`src/rtl/pwm8_pkg.sv`:
```
package pwm8_pkg;
  typedef enum logic [1:0] {
    SRC_PIN   = 2'd0,
    SRC_DIV1  = 2'd1,
    SRC_DIV4  = 2'd2,
    SRC_DIV16 = 2'd3
  } src_e;

  typedef enum logic [1:0] {
    REG_MODE = 2'd0,
    REG_RUN  = 2'd1,
    REG_CMP  = 2'd2,
    REG_FFC  = 2'd3
  } reg_e;

  typedef struct packed {
    logic       buf_en;
    logic [1:0] per;
    src_e       src;
  } mode_t;

  localparam int unsigned MODE_W  = $bits(mode_t);
  localparam int unsigned FFC_EN  = 0;
  localparam int unsigned FFC_SET = 1;
  localparam int unsigned FFC_CLR = 2;
endpackage

```
`src/rtl/pwm8_tick_sel.sv`:
```
module pwm8_tick_sel
  import pwm8_pkg::*;
#(
  parameter int unsigned SYNC_STAGES = 2
) (
  input  logic clk_i,
  input  logic rst_ni,
  input  src_e src_i,
  input  logic tick_div1_i,
  input  logic tick_div4_i,
  input  logic tick_div16_i,
  input  logic ext_pin_i,
  output logic tick_o
);
  logic [SYNC_STAGES-1:0] sync_q;
  logic                   pin_last_q;
  logic                   pin_tick;

  always_ff @(posedge clk_i or negedge rst_ni) begin
    if (!rst_ni) begin
      sync_q     <= '0;
      pin_last_q <= 1'b0;
    end else begin
      sync_q     <= {sync_q[SYNC_STAGES-2:0], ext_pin_i};
      pin_last_q <= sync_q[SYNC_STAGES-1];
    end
  end

  assign pin_tick = sync_q[SYNC_STAGES-1] & ~pin_last_q;

  always_comb begin
    unique case (src_i)
      SRC_PIN:   tick_o = pin_tick;
      SRC_DIV1:  tick_o = tick_div1_i;
      SRC_DIV4:  tick_o = tick_div4_i;
      default:   tick_o = tick_div16_i;
    endcase
  end
endmodule

```
`src/rtl/pwm8_counter.sv`:
```
module pwm8_counter #(
  parameter int unsigned CNT_W   = 8,
  parameter int unsigned MIN_EXP = 6
) (
  input  logic             clk_i,
  input  logic             rst_ni,
  input  logic             run_i,
  input  logic             tick_i,
  input  logic [1:0]       per_i,
  input  logic [CNT_W-1:0] cmp_i,
  output logic [CNT_W-1:0] cnt_o,
  output logic [CNT_W-1:0] top_o,
  output logic             ovf_o,
  output logic             match_o
);
  localparam logic [CNT_W:0] TOP_SHORT = (CNT_W+1)'((1 << MIN_EXP) - 1);
  localparam logic [CNT_W:0] TOP_MID   = (CNT_W+1)'((1 << (MIN_EXP + 1)) - 1);
  localparam logic [CNT_W:0] TOP_FULL  = (CNT_W+1)'((1 << CNT_W) - 1);

  logic [CNT_W-1:0] cnt_q;
  logic [CNT_W:0]   top_w;
  logic [CNT_W:0]   nxt;
  logic             step;

  always_comb begin
    unique case (per_i)
      2'd1:    top_w = TOP_SHORT;
      2'd2:    top_w = TOP_MID;
      default: top_w = TOP_FULL;
    endcase
  end

  assign top_o   = top_w[CNT_W-1:0];
  assign nxt     = {1'b0, cnt_q} + 1'b1;
  assign step    = run_i & tick_i;
  // >= so a period shortened mid-run still wraps at once
  assign ovf_o   = step & (cnt_q >= top_o);
  // match on the count being entered, so the edge aligns with the counter
  assign match_o = step & ~ovf_o & (nxt == {1'b0, cmp_i});

  always_ff @(posedge clk_i or negedge rst_ni) begin
    if (!rst_ni)      cnt_q <= '0;
    else if (!run_i)  cnt_q <= '0;
    else if (ovf_o)   cnt_q <= '0;
    else if (step)    cnt_q <= nxt[CNT_W-1:0];
  end

  assign cnt_o = cnt_q;
endmodule

```
`src/rtl/pwm8_timer.sv`:
```
module pwm8_timer
  import pwm8_pkg::*;
#(
  parameter int unsigned CNT_W       = 8,
  parameter int unsigned MIN_EXP     = 6,
  parameter int unsigned SYNC_STAGES = 2
) (
  input  logic             clk_i,
  input  logic             rst_ni,
  input  logic             wr_en_i,
  input  logic [1:0]       wr_addr_i,
  input  logic [CNT_W-1:0] wr_data_i,
  input  logic             tick_div1_i,
  input  logic             tick_div4_i,
  input  logic             tick_div16_i,
  input  logic             ext_pin_i,
  output logic             pwm_o,
  output logic             irq_o
);
  reg_e             addr;
  mode_t            mode_q;
  logic             run_q;
  logic [CNT_W-1:0] cmp_buf_q;
  logic [CNT_W-1:0] cmp_act_q;
  logic             tog_en_q;
  logic             pwm_q;
  logic             irq_q;
  logic             wr_mode, wr_run, wr_cmp, ffc_wr;
  logic             tick, ovf, match;
  logic [CNT_W-1:0] cnt_q;
  logic [CNT_W-1:0] top_cnt;
  logic             unused_bits;

  assign addr    = reg_e'(wr_addr_i);
  assign wr_mode = wr_en_i && (addr == REG_MODE);
  assign wr_run  = wr_en_i && (addr == REG_RUN);
  assign wr_cmp  = wr_en_i && (addr == REG_CMP);
  assign ffc_wr  = wr_en_i && (addr == REG_FFC);
  assign unused_bits = ^wr_data_i[CNT_W-1:MODE_W];

  pwm8_tick_sel #(.SYNC_STAGES(SYNC_STAGES)) u_tick (
    .clk_i       (clk_i),
    .rst_ni      (rst_ni),
    .src_i       (mode_q.src),
    .tick_div1_i (tick_div1_i),
    .tick_div4_i (tick_div4_i),
    .tick_div16_i(tick_div16_i),
    .ext_pin_i   (ext_pin_i),
    .tick_o      (tick)
  );

  pwm8_counter #(.CNT_W(CNT_W), .MIN_EXP(MIN_EXP)) u_cnt (
    .clk_i  (clk_i),
    .rst_ni (rst_ni),
    .run_i  (run_q),
    .tick_i (tick),
    .per_i  (mode_q.per),
    .cmp_i  (cmp_act_q),
    .cnt_o  (cnt_q),
    .top_o  (top_cnt),
    .ovf_o  (ovf),
    .match_o(match)
  );

  always_ff @(posedge clk_i or negedge rst_ni) begin
    if (!rst_ni) begin
      mode_q    <= '0;
      run_q     <= 1'b0;
      tog_en_q  <= 1'b0;
      cmp_buf_q <= '0;
      cmp_act_q <= '0;
    end else begin
      if (wr_mode) mode_q <= mode_t'(wr_data_i[MODE_W-1:0]);
      if (wr_run)  run_q  <= wr_data_i[0];
      if (ffc_wr)  tog_en_q <= wr_data_i[FFC_EN];
      if (wr_cmp)  cmp_buf_q <= wr_data_i;
      // shift uses the buffer content from before any same-cycle write
      if (ovf && mode_q.buf_en)         cmp_act_q <= cmp_buf_q;
      else if (wr_cmp && !mode_q.buf_en) cmp_act_q <= wr_data_i;
    end
  end

  always_ff @(posedge clk_i or negedge rst_ni) begin
    if (!rst_ni) begin
      pwm_q <= 1'b0;
      irq_q <= 1'b0;
    end else begin
      irq_q <= ovf;
      if (ffc_wr && wr_data_i[FFC_SET])      pwm_q <= 1'b1;
      else if (ffc_wr && wr_data_i[FFC_CLR]) pwm_q <= 1'b0;
      else if (tog_en_q && (match || ovf))   pwm_q <= ~pwm_q;
    end
  end

  assign pwm_o = pwm_q;
  assign irq_o = irq_q;
endmodule

```
`config.mk`:
```
export PLATFORM = sky130hd
export DESIGN_NAME = pwm8_timer
export DESIGN_NICKNAME = d
export VERILOG_FILES = /design/src/rtl/pwm8_pkg.sv /design/src/rtl/pwm8_tick_sel.sv /design/src/rtl/pwm8_counter.sv /design/src/rtl/pwm8_timer.sv
export SDC_FILE = /design/constraint.sdc
export NUM_CORES = 1
export LEC_CHECK = 0
export BUFFER_PORTS_ARGS = -buffer_cell sky130_fd_sc_hd__buf_2
export CAP_MARGIN = 20
export CORE_MARGIN = 10
export CORE_UTILIZATION = 55
export CTS_CLUSTER_SIZE = 12
export DETAILED_ROUTE_END_ITERATION = 7
export HOLD_SLACK_MARGIN = 0.1
export PLACE_DENSITY = 0.72
export SLEW_MARGIN = 20
export SYNTH_ARGS = -nofsm -noshare
export SYNTH_HDL_FRONTEND = slang
export SYNTH_SLANG_ARGS = --single-unit
```
`constraint.sdc`:
```
create_clock -name clk_i -period 4.42 [get_ports clk_i]
set_clock_uncertainty 0.2 [all_clocks]
set_input_delay 0.442 -clock clk_i [delete_from_list [all_inputs] [get_ports clk_i]]
set_output_delay 0.442 -clock clk_i [all_outputs]
set_load 0.01 [all_outputs]
```
=== After elaboration in Yosys (flattened, before gate mapping) ===
Cells that the tools add are included.

* Flip-flop bits (word level): 36
* Word-level logic and storage cells: 56
* Bits of input ports: 17

* Muxes and demuxes: 10
* Order comparisons: 1
* Eq/ne operators: 9
* Add/sub/neg operators: 1
* Reduce and logical (&&, ||, !) cells: 15
* Bitwise gates (word level): 8

{| class="wikitable"
|+ Operators by type and width
! operator !! number
|-
| 2-to-1 mux 8 bit || 5
|-
| one-hot mux 8 bit (2 select lines) || 1
|-
| adder 8 x 1 -> 9 bit, second input constant || 1
|-
| equality test 9 x 8 -> 1 bit || 1
|-
| logical AND 1 bit || 9
|-
| equality test 2 bit, second input constant || 4
|-
| greater-or-equal comparator 8 bit || 1
|-
| equality test 2 x 1 -> 1 bit, second input constant || 3
|-
| AND 1 bit || 5
|-
| zero test 2 bit || 2
|-
| 2-to-1 mux 1 bit || 3
|-
| inequality test 3 x 1 -> 1 bit, second input constant || 1
|-
| inverter 1 bit || 3
|-
| one-hot mux 1 bit (3 select lines) || 1
|-
| nonzero test 3 bit || 1
|-
| nonzero test 2 bit || 1
|-
| zero test 1 bit || 1
|-
| logical OR 1 bit || 1
|}

=== Logic depth before layout (Yosys ltp) ===
* Depth in word-level cells: 13
* Gate-level depth with buffers: 11

=== By module ===
Synthesis repeated with hierarchy kept, for this count alone.

* Cells, all modules: 199
* Area, all modules: 2,000.7 sq um

{| class="wikitable"
|+ Modules (own cells, without submodules)
! module !! cells an instance !! instances !! area an instance (sq um) !! sequential area each (sq um)
|-
| pwm8_timer || 103 || 1 || 1,171.1 || 625.6
|-
| pwm8_counter || 91 || 1 || 725.7 || 200.2
|-
| pwm8_tick_sel || 5 || 1 || 103.8 || 75.1
|}

=== Worst setup path after synthesis ===
No wires, ideal clock.

* Path type: flip-flop to flip-flop
* Start point: register u_cnt.cnt_q[0], in the netlist u_cnt.cnt_o[0]
* End point: register cmp_act_q[0]
* Setup time: 0.118 ns
* Path buffers: 1
* Required time: 4.102 ns
* Cell stages (with the launch flop): 10
* Clock period less this slack: 2.283 ns
* Arrival: 1.965 ns
* Path slack: 2.137 ns
* Cell sequence: dfrtp_1 > ha_1 > and3_1 > nand3_1 > o21ai_1 > nor2b_2 > and2_1 > buf_4 > a22o_1 > a21o_1

* Longest elaborated chain between the ends: 4

{| class="wikitable"
|+ RTL lines
! what !! line !! text
|-
| from (decl) || pwm8_counter.sv:20 || <nowiki>logic [CNT_W-1:0] cnt_q;</nowiki>
|-
| from (signal assigned) || pwm8_counter.sv:45 || <nowiki>else if (step) cnt_q <= nxt[CNT_W-1:0];</nowiki>
|-
| greater-or-equal comparator 8 bit (*) || pwm8_counter.sv:37 || <nowiki>assign ovf_o = step & (cnt_q >= top_o);</nowiki>
|-
| AND 1 bit (*) || pwm8_counter.sv:37 ||
|-
| net ovf || pwm8_timer.sv:29 || <nowiki>logic tick, ovf, match;</nowiki>
|-
| logical AND 1 bit (*) || pwm8_timer.sv:78 || <nowiki>if (ovf && mode_q.buf_en) cmp_act_q <= cmp_buf_q;</nowiki>
|-
| 2-to-1 mux 8 bit / nonzero test 2 bit (equally long branches) || -- ||
|-
| to (signal assigned) || pwm8_timer.sv:78 ||
|-
| to (signal assigned) || pwm8_timer.sv:79 || <nowiki>else if (wr_cmp && !mode_q.buf_en) cmp_act_q <= wr_data_i;</nowiki>
|-
| to (decl) || pwm8_timer.sv:24 || <nowiki>logic [CNT_W-1:0] cmp_act_q;</nowiki>
|}

The timed path passes the listed nets; every way through them passes the cells marked *.
A chain may end at the register's enable or synchronous reset.

=== Worst setup path in the final report ===
* Start point: register u_cnt.cnt_q[0], in the netlist u_cnt.cnt_o[0]
* End point: register cmp_act_q[3]

Same word-level chain as after synthesis.

==> metrics.cfg <==
[job]
drv_cap=0

[floorplanning]
start_util_pct=58.6
die_w_um=77.7
die_area_um2=6040
die_y_um=77.7
core-area_um2=3130
num_io_pins=19
rows=20

[critical_path]
end_kind=flop
reg2reg_depth=8
arrival_ns=2.64
crit_path_start=u_cnt.cnt_o[0]
r2r_start=u_cnt.cnt_o[0]
crit-reg2reg-capture=cmp_act_q[3]
cp.required_ns=4.44
critical_path_class=reg2reg
path_max_fanout=10
rrSetupSlack_ns=1.81
worstSetupStartpointType=flop

[detailed_routing]
drt-initial-drc-count=114
dr.pass1.iters=4
vias_per_cell=5.63
ant_nets=0
wirelength_um=3510
avgRoutedWirePerCell_um=14.9
drc_errors=0
vias=1323

[synth]
syn_inst=168
synth-async-reset-ratio_pct=100
synth_ff_type=dfrtp_1
synth_area_leaders=dfrtp_1 (49%), mux2_2 (8.6%), nand2_1 (4.1%)
synth.distinct_cells=42
netlist_area_um2=1830
yosysTopAreaCellShare_pct=49.2
ys_seq_area_share_pct=49.2
synth_top_area_cell=dfrtp_1
ys_seq_elements=36
syn_avg_cell_area_um2=10.9
synthesis.nets=189
synth_edf_count=0
ys_warn_count=0

[status]
outcome=completed

[timing]
tightest_slew_ns=0.818
rsz0062_at_grt=false
finalSetupTns_ns=0
fmax_ghz=0.383
setup_viol=0
layout_min_cycle_time_ns=2.61
fin_ws_ns=1.81
maxSlewViolCount=0
max_slew_margin_pct=45.3
hold_violations=0
min_period_over_period_pct=59.1

[clock_network]
clk_latency_ns=0.33
cts_root_buffer=clkbuf_4
clockBufferDepth=2
postCtsSetupRepairBufs=0
cts_buffers=5
cts_tree=built
clock-sinks=36
htree_levels=2
path_clk_slew_ns=0.11

[min_path]
worstHoldEndpoint=cmp_buf_q[6]
hp-start=wr_data_i[6]
min_path_cells=2
hold_class=in2reg

[pwr]
powerDensity_nw_per_um2=381
vdd_ir_drop_max_mv=0.230
p_leak_nw=0.937

[grt]
grt_pass1_wl_um=6060
grt_overflow=0
grt_pass1_vias=1335
antenna_found_initial=0
grt_start_max_net_pins=37
grt_usage_pct=12.2

[layout]
n_antenna_cell=0
drive_above_1_share_pct=24.1
syn_to_final_growth_pct=11.0
final_nets=211
num-fill-cells=253

[place]
dp_slack_ns=1.83
hpwl_um=2720
port_buffers=18
place.gp.congestion=0.886

## synthesized netlist by cell type (4+ instances only)
| cell | n |
|---|---|
| a22o_1 | 7 |
| o31ai_1 | 5 |
| xnor2_1 | 8 |
| mux2_2 | 14 |
| o21ai_0 | 9 |
| nand3_1 | 5 |
| and3_1 | 6 |
| a21o_1 | 7 |
| nor2_1 | 6 |
| dfrtp_1 | 36 |
| nand2_1 | 20 |
| ha_1 | 4 |
| inv_1 | 6 |
## layer usage
layer | GRT usage, % | vias to the layer above | share of wire, %
li1 | - | 651 | -
met1 | 14.3 | 643 | 46
met2 | 20.1 | 24 | 50
met3 | 4.72 | 5 | 3.9
met4 | 3.47 | 0 | 0.83
met5 | 0 | - | 0
## registers in the layout, indices dropped and copies added, names as in the netlist
signal / flops
u_tick.sync_q: 2
mode_q: 5
u_cnt.cnt_o: 8
cmp_buf_q: 8
tog_en_q: 1
u_tick.pin_last_q: 1
cmp_act_q: 8
irq_o: 1
run_q: 1
pwm_o: 1
## layout by cell type (no fill, tap or decap), drive strengths merged, types with 2 or more instances in the layout
cell type and count:
clkbuf 7, a21oi 2, o21ai 10, nand3b 2, dfrtp 36, nor2b 2, nor2 7, ha 4
o31ai 5, a22o 7, nor3b 2, xnor2 8, dlygate4sd3 2, buf 18, nand2 20, nand3 6
inv 6, mux2i 3, a21o 7, mux2 14, and3 6
## worst max path at each step
stage	endpoint	slack [ns]	depth (start not counted)
CTS	cmp_act_q[3]	1.82	8
global route	cmp_act_q[5]	1.58	8
detailed placement	cmp_act_q[3]	1.83	8
finish	cmp_act_q[3]	1.81	8
floorplan	cmp_act_q[0]	2.14	9
global placement	cmp_act_q[3]	1.93	8
## per-stage QoR
stage / utilization, % / hold WS, ns / area (µm²) / total power, mW / std cells
floorplan: - / -0.0536 / 1830 / 0.544 / 168
global placement: 62.4 / 0.138 / 1950 / 0.585 / 225
detailed placement: 62.4 / 0.143 / 1950 / 0.597 / 225
CTS: 65.0 / 0.148 / 2030 / 0.782 / 235
global route: 65.0 / 0.138 / 2030 / 0.829 / 235
finish: 65.0 / 0.157 / 2030 / 0.774 / 235
## timing repair
action	in CTS	in global routing
resized for setup	0	0
endpoints found under the hold margin	37	0
hold buffers	2	0
## cell families after synthesis
family,after synthesis,synth area share [%]
xor gates and xnor gates,9,4.30
and+or+nand+nor,51,14.4
adders and majority gates,4,2.73
AOI/OAI and AO/OA,39,15.2
DFF,36,49.2
buffers and inverters,11,2.66
muxes,18,11.5
## where the power goes
part | total (mW) | internal (mW) | switching (mW)
logic | 0.170 | 0.0874 | 0.0822
clock network | 0.184 | 0.0779 | 0.106
registers | 0.420 | 0.379 | 0.0413
## critical path: stages, from the launching register on
cell and delay, ns:
dfrtp_1 0.45, ha_1 0.26, and3_1 0.25, nand3_1 0.18
o21ai_1 0.28, nor2b_2 0.20, and2_1 0.32, nor2_2 0.14
a21o_1 0.22
## area by class of cell
| type | instances | area [µm²] | share of cell area, % |
|---|---|---|---|
| Clock inverter | 1 | 7.51 | 0.369 |
| Clock buffer | 7 | 55.1 | 2.71 |
| Multi-Input combinational cell | 121 | 882 | 43.4 |
| Inverter | 6 | 22.5 | 1.11 |
| Sequential cell | 36 | 901 | 44.3 |
| Timing Repair Buffer | 20 | 110 | 5.42 |
| Tap cell | 44 | 55.1 | 2.71 |
No activity file was read; power rests on OpenSTA's default activity.
